<file path="config.mk">
export PLATFORM = sky130hd
export DESIGN_NAME = spare_steer_ecc
export DESIGN_NICKNAME = d
export VERILOG_FILES = /design/src/rtl/sbs_pkg.sv /design/src/rtl/sbs_hamm_enc.sv /design/src/rtl/sbs_hamm_dec.sv /design/src/rtl/sbs_col_steer.sv /design/src/rtl/spare_steer_ecc.sv
export SDC_FILE = /design/constraint.sdc
export NUM_CORES = 1
export LEC_CHECK = 0
export CAP_MARGIN = 15
export CORE_AREA = 2 2 113 115
export DETAILED_ROUTE_END_ITERATION = 7
export DIE_AREA = 0 0 115 117
export PLACE_DENSITY_LB_ADDON = 0.12
export SYNTH_ARGS = -nofsm -noshare
export SYNTH_HDL_FRONTEND = slang
export SYNTH_SLANG_ARGS = --single-unit
</file>
<file path="constraint.sdc">
create_clock -name clk -period 4.8 [get_ports clk]
set_input_delay 0.48 -clock clk [delete_from_list [all_inputs] [get_ports clk]]
set_output_delay 0.48 -clock clk [all_outputs]
set_load 0.05 [all_outputs]
</file>
<file path="src/rtl/sbs_pkg.sv">
package sbs_pkg;

    // Outcome of decoding one rebuilt codeword
    typedef enum logic [1:0] {
        RD_CLEAN  = 2'd0,
        RD_FIXED  = 2'd1,
        RD_BROKEN = 2'd2
    } rd_kind_e;

    // Smallest Hamming check count r with 2^r >= data + r + 1
    function automatic int chk_bits(input int dw);
        int r;
        r = 1;
        while ((1 << r) < dw + r + 1) r++;
        return r;
    endfunction

endpackage

</file>
<file path="src/rtl/sbs_hamm_enc.sv">
module sbs_hamm_enc #(
    parameter int DATA_W = 16,
    parameter int CHK_W  = 5,
    parameter int CW     = DATA_W + CHK_W + 1
) (
    input  logic [DATA_W-1:0] data_i,
    output logic [CW-1:0]     cw_o
);

    always_comb begin
        logic [CW-1:0] w;
        logic          par;
        int            d;
        w = '0;
        d = 0;
        // data bits go to the non-power-of-two positions, ascending
        for (int j = 1; j < CW; j++) begin
            if ((j & (j - 1)) != 0) begin
                w[j] = data_i[d];
                d++;
            end
        end
        // check bit 2^i gives even parity over positions with bit i set
        for (int i = 0; i < CHK_W; i++) begin
            par = 1'b0;
            for (int j = 1; j < CW; j++) begin
                if (((j >> i) & 1) == 1) par = par ^ w[j];
            end
            w[1 << i] = par;
        end
        // position 0 completes even parity over the whole codeword
        w[0] = ^w[CW-1:1];
        cw_o = w;
    end

endmodule

</file>
<file path="src/rtl/sbs_hamm_dec.sv">
module sbs_hamm_dec #(
    parameter int DATA_W = 16,
    parameter int CHK_W  = 5,
    parameter int CW     = DATA_W + CHK_W + 1
) (
    input  logic [CW-1:0]      cw_i,
    output logic [DATA_W-1:0]  data_o,
    output sbs_pkg::rd_kind_e  kind_o,
    output logic [CHK_W:0]     syn_o
);

    always_comb begin
        logic [CHK_W-1:0] s;
        logic             p;
        logic             fix;
        logic [CW-1:0]    w;
        logic [CW-1:0]    src;
        int               d;
        s = '0;
        for (int j = 1; j < CW; j++) begin
            if (cw_i[j]) s = s ^ CHK_W'(j);
        end
        p   = ^cw_i;
        fix = p && (int'(s) < CW);
        w   = cw_i;
        if (fix) begin
            for (int j = 0; j < CW; j++) begin
                if (CHK_W'(j) == s) w[j] = ~w[j];
            end
        end
        if (!p && s == '0)  kind_o = sbs_pkg::RD_CLEAN;
        else if (fix)       kind_o = sbs_pkg::RD_FIXED;
        else                kind_o = sbs_pkg::RD_BROKEN;
        // uncorrectable words pass their data bits through untouched
        src    = (kind_o == sbs_pkg::RD_BROKEN) ? cw_i : w;
        data_o = '0;
        d      = 0;
        for (int j = 1; j < CW; j++) begin
            if ((j & (j - 1)) != 0) begin
                data_o[d] = src[j];
                d++;
            end
        end
        syn_o = {p, s};
    end

endmodule

</file>
<file path="src/rtl/sbs_col_steer.sv">
module sbs_col_steer #(
    parameter int CW    = 22,
    parameter int NSP   = 2,
    parameter int POS_W = 5
) (
    input  logic [NSP-1:0]            map_v,
    input  logic [NSP-1:0][POS_W-1:0] map_pos,
    input  logic [CW-1:0]             wr_cw,
    output logic [CW+NSP-1:0]         wr_st,
    input  logic [CW+NSP-1:0]         rd_st,
    output logic [CW-1:0]             rd_cw
);

    logic [NSP-1:0] eff;

    // an entry counts only if in range and not shadowed by an earlier one
    always_comb begin
        for (int k = 0; k < NSP; k++) begin
            eff[k] = map_v[k] && (int'(map_pos[k]) < CW);
            for (int m = 0; m < k; m++) begin
                if (map_v[m] && map_pos[m] == map_pos[k]) eff[k] = 1'b0;
            end
        end
    end

    assign wr_st[CW-1:0] = wr_cw;

    for (genvar k = 0; k < NSP; k++) begin : g_spare
        assign wr_st[CW+k] = eff[k] ? wr_cw[map_pos[k]] : 1'b0;
    end

    always_comb begin
        rd_cw = rd_st[CW-1:0];
        for (int k = 0; k < NSP; k++) begin
            if (eff[k]) begin
                for (int i = 0; i < CW; i++) begin
                    if (map_pos[k] == POS_W'(i)) rd_cw[i] = rd_st[CW+k];
                end
            end
        end
    end

endmodule

</file>
<file path="src/rtl/spare_steer_ecc.sv">
module spare_steer_ecc #(
    parameter int DATA_W = 16,
    parameter int ADDR_W = 4,
    parameter int NSP    = 2,
    localparam int CHK_W = sbs_pkg::chk_bits(DATA_W),
    localparam int CW    = DATA_W + CHK_W + 1,
    localparam int ST_W  = CW + NSP,
    localparam int POS_W = $clog2(CW),
    localparam int SEL_W = (NSP > 1) ? $clog2(NSP) : 1,
    localparam int SYN_W = CHK_W + 1
) (
    input  logic              clk,
    input  logic              rst_n,
    input  logic              wr_en,
    input  logic              rd_en,
    input  logic [ADDR_W-1:0] addr,
    input  logic [DATA_W-1:0] wr_data,
    output logic              rd_valid,
    output logic [DATA_W-1:0] rd_data,
    output logic              err_corr,
    output logic              err_uncorr,
    output logic [SYN_W-1:0]  syndrome,
    input  logic              cfg_we,
    input  logic [SEL_W-1:0]  cfg_sel,
    input  logic              cfg_en,
    input  logic [POS_W-1:0]  cfg_pos,
    output logic              mem_we,
    output logic              mem_re,
    output logic [ADDR_W-1:0] mem_addr,
    output logic [ST_W-1:0]   mem_wdata,
    input  logic [ST_W-1:0]   mem_rdata
);

    typedef struct packed {
        logic [NSP-1:0]            mv;
        logic [NSP-1:0][POS_W-1:0] mp;
        logic                      rv;
        logic [DATA_W-1:0]         rdat;
        logic                      c;
        logic                      u;
        logic [SYN_W-1:0]          syn;
    } state_t;

    state_t st_d, st_q;

    logic [NSP-1:0]            map_v_now;
    logic [NSP-1:0][POS_W-1:0] map_p_now;
    logic [CW-1:0]             enc_cw;
    logic [CW-1:0]             rd_cw;
    logic [DATA_W-1:0]         dec_data;
    sbs_pkg::rd_kind_e         dec_kind;
    logic [SYN_W-1:0]          dec_syn;
    logic                      rd_go;

    // mapping seen by this cycle's access: a pending update already counts
    always_comb begin
        map_v_now = st_q.mv;
        map_p_now = st_q.mp;
        if (cfg_we) begin
            map_v_now[cfg_sel] = cfg_en;
            map_p_now[cfg_sel] = cfg_pos;
        end
    end

    assign rd_go    = rd_en && !wr_en;
    assign mem_we   = wr_en;
    assign mem_re   = rd_go;
    assign mem_addr = addr;

    sbs_hamm_enc #(.DATA_W(DATA_W), .CHK_W(CHK_W), .CW(CW)) u_enc (
        .data_i (wr_data),
        .cw_o   (enc_cw)
    );

    sbs_col_steer #(.CW(CW), .NSP(NSP), .POS_W(POS_W)) u_steer (
        .map_v   (map_v_now),
        .map_pos (map_p_now),
        .wr_cw   (enc_cw),
        .wr_st   (mem_wdata),
        .rd_st   (mem_rdata),
        .rd_cw   (rd_cw)
    );

    sbs_hamm_dec #(.DATA_W(DATA_W), .CHK_W(CHK_W), .CW(CW)) u_dec (
        .cw_i   (rd_cw),
        .data_o (dec_data),
        .kind_o (dec_kind),
        .syn_o  (dec_syn)
    );

    always_comb begin
        st_d      = st_q;
        st_d.mv   = map_v_now;
        st_d.mp   = map_p_now;
        st_d.rv   = rd_go;
        st_d.rdat = rd_go ? dec_data : '0;
        st_d.c    = rd_go && (dec_kind == sbs_pkg::RD_FIXED);
        st_d.u    = rd_go && (dec_kind == sbs_pkg::RD_BROKEN);
        st_d.syn  = rd_go ? dec_syn : '0;
    end

    always_ff @(posedge clk) begin
        if (!rst_n) st_q <= '0;
        else        st_q <= st_d;
    end

    assign rd_valid   = st_q.rv;
    assign rd_data    = st_q.rdat;
    assign err_corr   = st_q.c;
    assign err_uncorr = st_q.u;
    assign syndrome   = st_q.syn;

endmodule

</file>
Word level (Yosys, flattened, before mapping)
Index checks and enable logic that the tools add are counted.
{"block": "word_totals", "out_inout_bits": 55, "latch_bits": 0, "ram_bits": 0, "register_bits": 37, "word_cells": 283, "n_memories": 0, "romBits": 0}
{"block": "classes", "addsub": 0, "n_bitwise": 77, "div_mod_pow": 0, "n_reduce_logical": 17, "mul": 0, "muxes": 108, "shift": 0, "magnitude_cmp": 7, "eq_ne": 66}
{"operator": "$mux 22", "count": 4}
{"operator": "$eq 5x4->1 const B", "count": 16}
{"operator": "$mux 1", "count": 73}
{"operator": "$eq 5x5->1 const B", "count": 12}
{"operator": "$eq 4x5->1 const A", "count": 8}
{"operator": "$eq 5x3->1 const B", "count": 8}
{"operator": "$mux 5", "count": 7}
{"operator": "$xor 1x1->1", "count": 35}
{"operator": "$mux 4", "count": 8}
{"operator": "$eq 5x5->1 const A", "count": 6}
{"operator": "$not 1->1", "count": 22}
{"operator": "$reduce_xor 22->1", "count": 1}
{"operator": "$reduce_xor 21->1", "count": 1}
{"operator": "$eq 3x5->1 const A", "count": 4}
{"operator": "$eq 5x2->1 const B", "count": 4}
{"operator": "$not 2->2", "count": 9}
{"operator": "$not 3->3", "count": 6}
{"operator": "$logic_not 5->1", "count": 3}
{"operator": "$lt 5x5->1 const B", "count": 3}
{"operator": "$lt 5x6->1 const B", "count": 2}
{"operator": "$mux 3", "count": 4}
{"operator": "$bmux 1 s5", "count": 2}
{"operator": "$bwmux 10", "count": 1}
{"operator": "$eq 2x5->1 const A", "count": 2}
{"operator": "other kinds (17)", "count": 34}

Longest topological paths before layout
Gate-level depths: netlist (run 1).
{"block": "depth", "ltp_word": 54, "mapped_depth": 15}

Hierarchy
Synthesis (run 1) repeated with hierarchy kept, for this count alone.
{"block": "hier_totals", "hier_cells": 518, "hier_area_um2": 4722.0}
{"mod": "sbs_col_steer", "cells_per_inst": 207, "seq_area_each_um2": 0.0, "area_per_inst_um2": 1760.4, "n_inst": 1}
{"mod": "spare_steer_ecc", "cells_per_inst": 142, "seq_area_each_um2": 740.7, "area_per_inst_um2": 1550.2, "n_inst": 1}
{"mod": "sbs_hamm_dec", "cells_per_inst": 126, "seq_area_each_um2": 0.0, "area_per_inst_um2": 975.9, "n_inst": 1}
{"mod": "sbs_hamm_enc", "cells_per_inst": 43, "seq_area_each_um2": 0.0, "area_per_inst_um2": 435.4, "n_inst": 1}

Worst setup path after synthesis (run 1)
OpenSTA, ideal clock, no wires.
{"block": "synth_timing", "path_type": "input to output", "from": "input port wr_data[0]", "to": "output port mem_wdata[23]", "path_buffers": 1, "stages": 11, "path_slack_ps": -260, "arrival_time_ps": 4580, "cell_sequence": "clkbuf_1 xnor2_1 xnor2_1 xnor2_1 xnor2_1 xnor2_1 xnor2_1 o22ai_1 a21oi_1 nand3_1 a21oi_1"}
{"block": "synth_between", "elab_chain_cells": 13, "word_cells_on_any_way": 21, "classes_between": "mux (3); bitwise (17); reduce/logical (1)"}
{"item": "start: declaration", "line_no": "spare_steer_ecc.sv:17", "rtl": "input logic [DATA_W-1:0] wr_data,"}
{"item": "$xor 1x1->1 (9 in a row)", "line_no": "sbs_hamm_enc.sv:27", "rtl": "if (((j >> i) & 1) == 1) par = par ^ w[j];"}
{"item": "via mem_wdata[1]", "line_no": "spare_steer_ecc.sv:30", "rtl": "output logic [ST_W-1:0] mem_wdata,"}
{"item": "$reduce_xor 21->1", "line_no": "sbs_hamm_enc.sv:32", "rtl": "w[0] = ^w[CW-1:1];"}
{"item": "via mem_wdata[0]", "line_no": "spare_steer_ecc.sv:30"}
{"item": "$bmux 1 s5", "line_no": "sbs_col_steer.sv:29", "rtl": "assign wr_st[CW+k] = eff[k] ? wr_cw[map_pos[k]] : 1'b0;"}
{"item": "$mux 1 (implied by the code)", "line_no": "sbs_col_steer.sv:29"}
{"item": "$mux 1", "line_no": "sbs_col_steer.sv:29"}
{"item": "end: declaration", "line_no": "spare_steer_ecc.sv:30"}
The timed path passes the listed nets, and every way through them passes these cells. The select of a mux whose other input is x is not followed.

Worst setup path in the final report (run 1)
{"block": "layout_timing", "from": "input port cfg_we", "to": "register st_q (netlist bit rd_data[7])"}
{"block": "layout_between", "elab_chain_cells": 43, "word_cells_on_any_way": 150, "classes_between": "order compare (3); eq/ne (45); mux (75); bitwise (17); reduce/logical (10)"}
{"item": "start: declaration", "line_no": "spare_steer_ecc.sv:23", "rtl": "input logic cfg_we,"}
{"item": "$mux 10", "line_no": "spare_steer_ecc.sv:59", "rtl": "if (cfg_we) begin"}
{"item": "$lt 5x5->1 or $eq 5x1->1 (tied branches)", "line_no": "sbs_col_steer.sv:19, sbs_col_steer.sv:37"}
{"item": "$logic_and 1x1->1 or $mux 1 (tied branches)", "line_no": "sbs_col_steer.sv:19, sbs_col_steer.sv:37"}
{"item": "$mux 22", "line_no": "sbs_col_steer.sv:35", "rtl": "if (eff[k]) begin"}
{"item": "$mux 1", "line_no": "sbs_col_steer.sv:37", "rtl": "if (map_pos[k] == POS_W'(i)) rd_cw[i] = rd_st[CW+k];"}
{"item": "$mux 22 *", "line_no": "sbs_col_steer.sv:35"}
{"item": "$mux 1", "line_no": "sbs_hamm_dec.sv:21", "rtl": "if (cw_i[j]) s = s ^ CHK_W'(j);"}
{"item": "$mux 2", "line_no": "sbs_hamm_dec.sv:21"}
{"item": "(+27 left out)"}
{"item": "$not 3->3 (no source line)"}
{"item": "$mux 5", "line_no": "sbs_hamm_dec.sv:21"}
{"item": "$lt 5x5->1", "line_no": "sbs_hamm_dec.sv:24", "rtl": "fix = p && (int'(s) < CW);"}
{"item": "$logic_and 1x1->1", "line_no": "sbs_hamm_dec.sv:24"}
{"item": "$mux 2", "line_no": "sbs_hamm_dec.sv:32", "rtl": "else if (fix) kind_o = sbs_pkg::RD_FIXED;"}
{"item": "$mux 2", "line_no": "sbs_hamm_dec.sv:31", "rtl": "if (!p && s == '0) kind_o = sbs_pkg::RD_CLEAN;"}
{"item": "$eq 2x2->1", "line_no": "sbs_hamm_dec.sv:35", "rtl": "src = (kind_o == sbs_pkg::RD_BROKEN) ? cw_i : w;"}
{"item": "$mux 22 *", "line_no": "sbs_hamm_dec.sv:35"}
{"item": "end signal: assignment", "line_no": "spare_steer_ecc.sv:104", "rtl": "else st_q <= st_d;"}
{"item": "end: declaration", "line_no": "spare_steer_ecc.sv:44", "rtl": "state_t st_d, st_q;"}
Every way passes the cells marked *; elsewhere a longest branch is shown, timed or not.
A chain may end at the register's enable or synchronous reset.

==> flow_summary.yaml, run 1 <==
outcome:
  status: "finished, final reports clean"
clocking:
  htreeDepth: 2
  clk_latency_ps: 300
  path_clk_slew_ps: 60
  cts_resized: 0
  cts_tree: "built"
  cts_setup_buffers: 0
  clock_sinks: 37
  clockBufferDepth: 2
  clockRootBuffer: "clkbuf_16"
  cts-buffers-inserted: 5
  cts_hold_buf: 0
power:
  vdd_drop_max_uv: 424.9
  swShare_pct: 46.81
  p_int_mw: 1.060
  power_density_nw_per_um2: 269.4
  combPwrFrac_pct: 63.0
  p_seq_share_pct: 16.8
  power_frac_clock_pct: 20.2
  leakage_nw: 2.801
  p_sw_mw: 0.9334
cells_and_area:
  multiInputGateArea_sq_um: 4679
  area_delta_synth_final_pct: 23.28
  ff_latch_area_sq_um: 740.7
  drive_gt1_share_pct: 19.71
  final_util_pct: 60.12
  fillers: 1132
  nNetsFinal: 892
  diodes: 0
yosys:
  ys_seq_area_share_pct: 12.34
  synth.distinct_cells: 103
  ys_ff_latch: 37
  yosys_warnings: 0
  synth_area_sq_um: 6005
  syn_area_per_cell_sq_um: 8.103
  syn-num-nets: 797
  ys.flop_type: "dfxtp_1"
  synthArstFlopShare_pct: 0
  synth_cells: 741
  synth_edf_count: 0
placement:
  dp_hpwl_microns: 16050
  place.gp.congestion: 0.9421
  portBuffers: 102
route:
  via_per_inst: 6.291
  vias: 6209
  ant_nets: 0
  drc: 0
  detail_route.iter0.violations: 591
  wl_per_cell_microns: 21.02
  wl_microns: 20750
  first_pass_iters: 5
sta:
  slew_headroom_pct: 36.60
  skew_ps: 8.030
  min_period_over_period_pct: 95.19
  worst_pin_slew_ps: 944.3
  min_period_ps: 4569
  rsz0062_at_grt: "false"
  tns_ps: 0
  slew_violations: 0
  setup_viol: 0
  hold_viol: 0
  fmax_ghz: 0.2189
die:
  io_pins: 111
  initial_core_util_pct: 48.77
  die_w_microns: 115
  dieArea_sq_um: 13460
  rows: 41
  die_h_microns: 117
  coreArea_sq_um: 12310
critical_path:
  end_kind: "register"
  critPathArrivalTime_ps: 4790
  cp.required_ps: 5020
  cp-startpoint: "cfg_we"
  critPathKind: "primary input to register"
  rr_startpoint: "st_q[26]"
  reg2regPathDepth: 13
  start_kind: "primary input"
  path_max_fanout: 10
run:
  drv_cap: 0
global_route:
  grt_overflow: 0
  grt_pass1_vias: 5811
  grt.total_usage_pct: 30.59
  grt_max_degree: 46
  grt_pass1_wl_microns: 31780
  antenna_found_initial: 0
hold_path:
  hold_path.class: "register to register"
  whs_path_depth: 2
  hold_start: "st_q[35]"
[per-stage QoR]
step	power [mW]	std cells	cell area (sq um)	hold slack, ps	setup slack [ps]
final	1.994	987	7402	551.8	230.7
after CTS	1.983	987	7402	545.1	337.3
after global placement	1.560	979	7231	497.2	27.35
after detailed placement	1.574	979	7231	535.0	48.24
after floorplan	1.220	741	6012	480.5	196.4
after global routing	2.080	987	7402	615.2	130.5
[final cells by class]
type / instances / area share, %
Clock buffer: 5 / 1.690
Clock inverter: 3 / 0.6254
Inverter: 13 / 0.6592
Multi-Input combinational cell: 606 / 63.22
Sequential cell: 37 / 10.01
Tap cell: 150 / 2.535
Timing Repair Buffer: 173 / 21.26
[per-layer routing]
metal  part of all wire [%]  GRT usage, %
met1                     46         42.91
met2                     45         49.73
met3                    6.8         3.811
met4                    2.0         8.273
met5                      0             0
[sequential cells by signal (all words and copies together), names as in the netlist]
register,flops
err_uncorr,1
rd_data,16
syndrome,6
rd_valid,1
err_corr,1
st_q,12
[path summary, 6_finish.rpt]
| kind | slack [ps] | to |
|---|---|---|
| max | 230 | rd_data[7] |
| min | 550 | st_q[35] |
| max reg2reg | 450 | rd_data[7] |
| min reg2reg | 550 | st_q[35] |
[cells in the final DEF, fill, tap and decap left out, drive strengths merged, types with 11 or more instances in the layout]
cell,count
nand2b,24
nand3,42
nor2b,13
mux2i,65
xnor2,36
dfxtp,37
o221ai,16
inv,13
nor2,43
a211oi,12
xor2,27
a221o,11
o211ai,11
mux2,16
clkdlybuf4s50,100
a21oi,24
o21ai,32
buf,73
nand2,79
[synthesized netlist by cell type, types with 13 or more instances]
cell type / count / area share [%]
nand2_1: 78 / 4.9
mux2i_1: 53 / 8.8
buf_4: 46 / 5.8
nor2_1: 42 / 2.6
nand3_1: 41 / 3.4
dfxtp_1: 37 / 12
xnor2_1: 36 / 5.3
o21ai_0: 30 / 2.5
xor2_1: 25 / 3.6
a21oi_1: 23 / 1.9
nand2b_1: 23 / 2.4
clkbuf_1: 22 / 1.4
o221ai_1: 15 / 2.2
mux2_2: 13 / 2.4
nor2b_1: 13 / 1.4
[critical path, stage by stage]
cell and delay [ps]:
clkdlybuf4s50_1 480, buf_4 190, and3_4 180, o32ai_2 250, o221ai_2 190, o41a_1 640
nand4_1 180, mux2i_1 520, o31ai_2 240, buf_4 200, a21oi_4 260, o211ai_2 170
a211oi_1 410, buf_4 190, mux2i_1 170
[power groups by stage]
stage               clock [mW]  combinational [mW]  sequential (mW)
floorplan                    0               0.876            0.343
global placement             0                1.22            0.341
detailed placement           0                1.23            0.342
CTS                      0.409                1.24            0.335
global route             0.416                1.33            0.337
finish                   0.402                1.26            0.335
[kinds of logic after synthesis]
kind of cell	synth area share (%)
muxes	15.82
buffers and inverters	9.856
and+or+nand+nor	23.53
DFF	12.34
AOI/OAI and AO/OA	26.48
xor gates and xnor gates	11.98
No activity file was read; power rests on OpenSTA's default activity.
==> inputs of run 2 (changes only) <==
--- a/config.mk
+++ b/config.mk
@@ -6,9 +6,10 @@
 export NUM_CORES = 1
 export LEC_CHECK = 0
 export CAP_MARGIN = 15
-export CORE_AREA = 2 2 113 115
+export CORE_AREA = 2 2 119 121
+export CTS_BUF_LIST = sky130_fd_sc_hd__clkbuf_4 sky130_fd_sc_hd__clkbuf_8 sky130_fd_sc_hd__clkbuf_16
 export DETAILED_ROUTE_END_ITERATION = 7
-export DIE_AREA = 0 0 115 117
+export DIE_AREA = 0 0 121 123
 export PLACE_DENSITY_LB_ADDON = 0.12
 export SYNTH_ARGS = -nofsm -noshare
 export SYNTH_HDL_FRONTEND = slang
==> flow_summary.yaml, run 2 (same netlist as run 1, synthesis figures left out) <==
outcome:
  status: "finished, final reports clean"
die:
  initial_core_util_pct: 44.11
  dieArea_sq_um: 14880
  io_pins: 111
  die_w_microns: 121
  rows: 43
  die_h_microns: 123
  coreArea_sq_um: 13610
critical_path:
  critPathKind: "primary input to register"
  start_kind: "primary input"
  crit_path_cell_trace: "clkdlybuf4s50_1, buf_4, mux2i_1, xor2_1, a31oi_2, o41ai_4, nor2_2, buf_12, nand2_1, mux2i_1, xor2_1, xnor3_1, buf_4, a211oi_1, buf_4, mux2i_1"
  reg2reg_setup_slack_ps: 500
  cpPeakStageDelay_ps: 570
  reg2regPathDepth: 14
  end_kind: "register"
  critPathArrivalTime_ps: 4790
  cp_top_family: "buffers and inverters"
  cp_num_buf_inv: 5
  rr_startpoint: "st_q[30]"
  cpMaxStageDelayCell: "xnor3_1"
  worstReg2RegEnd: "rd_data[4]"
  path_max_fanout: 15
  cp.required_ps: 5020
cells_and_area:
  nNetsFinal: 892
  diodes: 0
  multiInputGateArea_sq_um: 4688
  ff_latch_area_sq_um: 740.7
  area_delta_synth_final_pct: 24.05
  fillers: 1331
  final_util_pct: 54.72
  largest_reg_flops: 16
  design_area_sq_um: 7448
  layout_commonest_cell: "clkdlybuf4s50_1"
  layout_common_cells: "clkdlybuf4s50_1, nand2_1, buf_4"
  drive_gt1_share_pct: 19.83
  final_cells: 1017
sta:
  hold_viol: 0
  skew_ps: 8.053
  worst_pin_slew_ps: 947.8
  setup_viol: 0
  slew_violations: 0
  fmax_ghz: 0.2190
  rsz0062_at_grt: "false"
  min_period_ps: 4566
  tns_ps: 0
  min_period_over_period_pct: 95.13
  slew_headroom_pct: 36.36
power:
  power_density_nw_per_um2: 270.5
  power.total_mw: 2.015
  leakage_nw: 2.803
  vdd_drop_max_uv: 362.2
route:
  via_per_inst: 6.172
  vias: 6277
  wl_per_cell_microns: 20.02
  first_pass_iters: 5
  drc: 0
  detail_route.iter0.violations: 556
  wl_microns: 20360
  ant_nets: 0
global_route:
  grt.total_usage_pct: 27.77
  antenna_found_initial: 0
  grt_overflow: 0
  grt_pass1_vias: 5919
  grt_max_degree: 36
  grt_pass1_wl_microns: 32130
clocking:
  clock_sinks: 37
  cts-buffers-inserted: 5
  clockRootBuffer: "clkbuf_16"
  clk_latency_ps: 300
  cts_tree: "built"
  htreeDepth: 2
  clockBufferDepth: 2
  cts_hold_buf: 0
  path_clk_slew_ps: 70
placement:
  dp_hpwl_microns: 15790
  place.gp.congestion: 0.9369
  placed_cell_area_sq_um: 7261
  portBuffers: 102
  placed_cells: 1008
run:
  drv_cap: 0
hold_path:
  whs_path_depth: 2
  hold_path.class: "register to register"
  hold_path_end: "st_q[35]"
  hold_start: "st_q[35]"
==> run 2: cell count changes in the layout (fill, tap and decap cells not counted) <==
cell | previous run | this run
o21ai_2 | 1 | 0
o21ai_4 | 0 | 1
o41a_1 | 1 | 0
o41a_2 | 0 | 1
==> run 2: where the power goes <==
group / switching, mW / internal [mW]
clock: 0.151 / 0.246
sequential: 0.0131 / 0.323
combinational: 0.770 / 0.512
==> run 2: timing repair <==
item / CTS / global route
endpoints found under the setup margin: 0 / 3
setup buffers: 0 / 1
resized for setup: 0 / 2
endpoints found under the hold margin: 0 / 0
==> run 2: how the worst max path moves through the flow <==
stage,cells after the start,slack [ps],to,from
after floorplan,11,200,mem_wdata[23],wr_data[0]
after global placement,16,-160,rd_data[4],cfg_we
after detailed placement,16,-210,rd_data[4],cfg_we
after CTS,16,80,rd_data[4],cfg_we
after global routing,15,6,rd_data[8],cfg_sel
final,16,230,rd_data[4],cfg_sel
==> run 2: area by class of cell <==
| type | instances | share of cell area, % |
|---|---|---|
| inverter | 13 | 0.6551 |
| tap | 180 | 3.024 |
| timing repair buffer | 173 | 21.13 |
| multi-input combinational | 606 | 62.94 |
| sequential | 37 | 9.945 |
| clock buffer | 5 | 1.680 |
| clock inverter | 3 | 0.6215 |
==> run 2: tightest hold or removal path: cells and delay by family (launching register included) <==
kind               cells  cell delay [ps]
AOI/OAI and AO/OA      1               80
DFF                    1              350
and+or+nand+nor        1               70
==> run 2: layer usage <==
| metal | vias to the layer above | wire length, microns | global-route usage [%] |
|---|---|---|---|
| li1 | 2919 | - | - |
| met1 | 3003 | 9128 | 38.81 |
| met2 | 311 | 9021 | 43.61 |
| met3 | 44 | 1665 | 4.520 |
| met4 | 0 | 546 | 8.939 |
| met5 | - | 0 | 0 |
==> run 2: through the flow <==
step / hold slack (ps) / setup WS [ps]
2_1_floorplan: 480.5 / 196.4
6_report: 549.4 / 233.6
5_1_grt: 595.0 / 6.084
4_1_cts: 537.1 / 80.42
3_3_place_gp: 510.0 / -164.0
3_5_place_dp: 520.0 / -206.9
==> inputs of run 3 (changes only) <==
--- a/config.mk
+++ b/config.mk
@@ -5,11 +5,10 @@
 export SDC_FILE = /design/constraint.sdc
 export NUM_CORES = 1
 export LEC_CHECK = 0
-export CAP_MARGIN = 15
-export CORE_AREA = 2 2 119 121
+export CORE_AREA = 2 2 109 132
 export CTS_BUF_LIST = sky130_fd_sc_hd__clkbuf_4 sky130_fd_sc_hd__clkbuf_8 sky130_fd_sc_hd__clkbuf_16
 export DETAILED_ROUTE_END_ITERATION = 7
-export DIE_AREA = 0 0 121 123
+export DIE_AREA = 0 0 111 134
 export PLACE_DENSITY_LB_ADDON = 0.12
 export SYNTH_ARGS = -nofsm -noshare
 export SYNTH_HDL_FRONTEND = slang
==> flow_summary.yaml, run 3 (same netlist as run 1, synthesis figures left out) <==
outcome:
  status: "finished, final reports clean"
placement:
  dp_hpwl_microns: 16200
  place.gp.congestion: 0.9079
  portBuffers: 102
  placed_cells: 985
cells_and_area:
  final_cells: 993
  drive_gt1_share_pct: 18.37
  diodes: 0
  nNetsFinal: 877
  layout_common_cells: "clkdlybuf4s50_1, nand2_1, buf_4"
  fillers: 1344
  area_delta_synth_final_pct: 21.05
  largest_reg_flops: 16
  layout_commonest_cell: "clkdlybuf4s50_1"
power:
  power.total_mw: 1.918
  vdd_drop_max_uv: 232.4
  p_seq_share_pct: 17.5
  combPwrFrac_pct: 64.2
  swShare_pct: 47.81
  power_density_nw_per_um2: 263.9
  leakage_nw: 2.714
  p_sw_mw: 0.9170
  p_int_mw: 1.001
  power_frac_clock_pct: 18.3
hold_path:
  hold_path.class: "register to register"
sta:
  min_period_ps: 4625
  slew_headroom_pct: 40.53
  setup_viol: 0
  whs_ps: 535.8
  min_period_over_period_pct: 96.35
  tns_ps: 0
  worst_pin_slew_ps: 885.6
  slew_violations: 0
  fmax_ghz: 0.2162
  rsz0062_at_grt: "true"
  skew_ps: 8.594
  hold_viol: 0
run:
  drv_cap: 0
route:
  vias: 6095
  drc: 0
  detail_route.iter0.violations: 413
  wl_microns: 20320
  ant_nets: 0
  via_per_inst: 6.138
  first_pass_iters: 5
  wl_per_cell_microns: 20.46
global_route:
  grt_use_met3_pct: 3.344
  grtUsageMet2_pct: 49.90
  grt_max_degree: 37
  grt_pass1_wl_microns: 31810
  grt_busiest_layer: "met2"
  grt_use_met1_pct: 31.28
  grt.total_usage_pct: 26.82
  antenna_found_initial: 0
  grt_pass1_vias: 5764
  grt_overflow: 0
clocking:
  clockBufferDepth: 2
  cts_hold_buf: 0
  clock_sinks: 37
  path_clk_slew_ps: 70
  clk_latency_ps: 300
  clockRootBuffer: "clkbuf_16"
  cts_setup_buffers: 0
  cts_tree: "built"
  cts_resized: 0
  htreeDepth: 2
  cts-buffers-inserted: 5
die:
  dieArea_sq_um: 14870
  io_pins: 111
  die_w_microns: 111
  initial_core_util_pct: 44.20
  coreArea_sq_um: 13580
  rows: 47
  die_h_microns: 134
critical_path:
  end_kind: "register"
  start_kind: "primary input"
  cpMaxStageDelayCell: "clkdlybuf4s50_1"
  cp.required_ps: 5020
  critPathKind: "primary input to register"
  cp_top_family: "compound AO/OA/AOI/OAI gates"
  critPathArrivalTime_ps: 4850
  cpPeakStageDelay_ps: 620
  path_max_fanout: 13
  cp_num_buf_inv: 5
  crit_path_cell_trace: "clkdlybuf4s50_1, buf_4, inv_1, a21o_1, a22oi_2, o41ai_4, nor2_2, buf_4, a32oi_1, xor2_1, xor3_1, a211o_1, a211oi_1, buf_4, mux2i_1"
  cp_common_cell: "buf_4"
-- run 3: cell types whose count changed in the layout (fill, tap and decap cells not counted) --
cell	delta
bufinv_16	-1
clkinv_4	-1
o21ai_4	-1
inv_6	+1
a2111oi_1	+1
clkinv_2	+1
o21ai_2	+1
buf_4	-13
buf_12	-2
a2111oi_0	-1
-- run 3: final cells by class --
type                            instances  area [sq um]  area share (%)
Clock buffer                            5         125.1           1.721
Clock inverter                          3         21.27          0.2926
Inverter                               13         48.80          0.6714
Multi-Input combinational cell        606          4682           64.42
Sequential cell                        37         740.7           10.19
Tap cell                              171         214.0           2.944
Timing Repair Buffer                  158          1436           19.76
-- run 3: final timing paths --
kind                 start    endpoint  slack [ps]  cells after the start
setup reg to reg  st_q[30]  rd_data[4]         450                     13
setup / recovery    cfg_we  rd_data[4]         180                     15
hold / removal    st_q[35]    st_q[35]         540                      2
hold reg to reg   st_q[35]    st_q[35]         540                      2
-- run 3: power by group through the flow --
stage	Clock (mW)	Sequential, mW	Combinational (mW)
final	0.351	0.335	1.23
after global routing	0.373	0.337	1.31
after CTS	0.359	0.335	1.23
after detailed placement	0	0.342	1.22
after global placement	0	0.342	1.21
after floorplan	0	0.343	0.876
-- run 3: per-stage QoR --
step                instance area [sq um]  util, %  worst slack (ps)
finish                               7268    53.50             175.3
CTS                                  7266    53.49             152.5
detailed placement                   7119    52.41            -157.2
floorplan                            6012        -             196.4
global placement                     7119    52.41            -91.32
global route                         7268    53.50            -20.43
-- run 3: metal layers --
| layer | wire length (microns) | up-vias |
|---|---|---|
| li1 | - | 2878 |
| met1 | 8035 | 2895 |
| met2 | 10460 | 271 |
| met3 | 989 | 51 |
| met4 | 828 | 0 |
| met5 | 0 | - |
-- run 3: tightest hold or removal path: cells and delay by family, from the launching register on --
family | cells | cell delay (ps)
AO/OA/AOI/OAI | 1 | 70
flip-flops | 1 | 350
AND/OR/NAND/NOR | 1 | 60
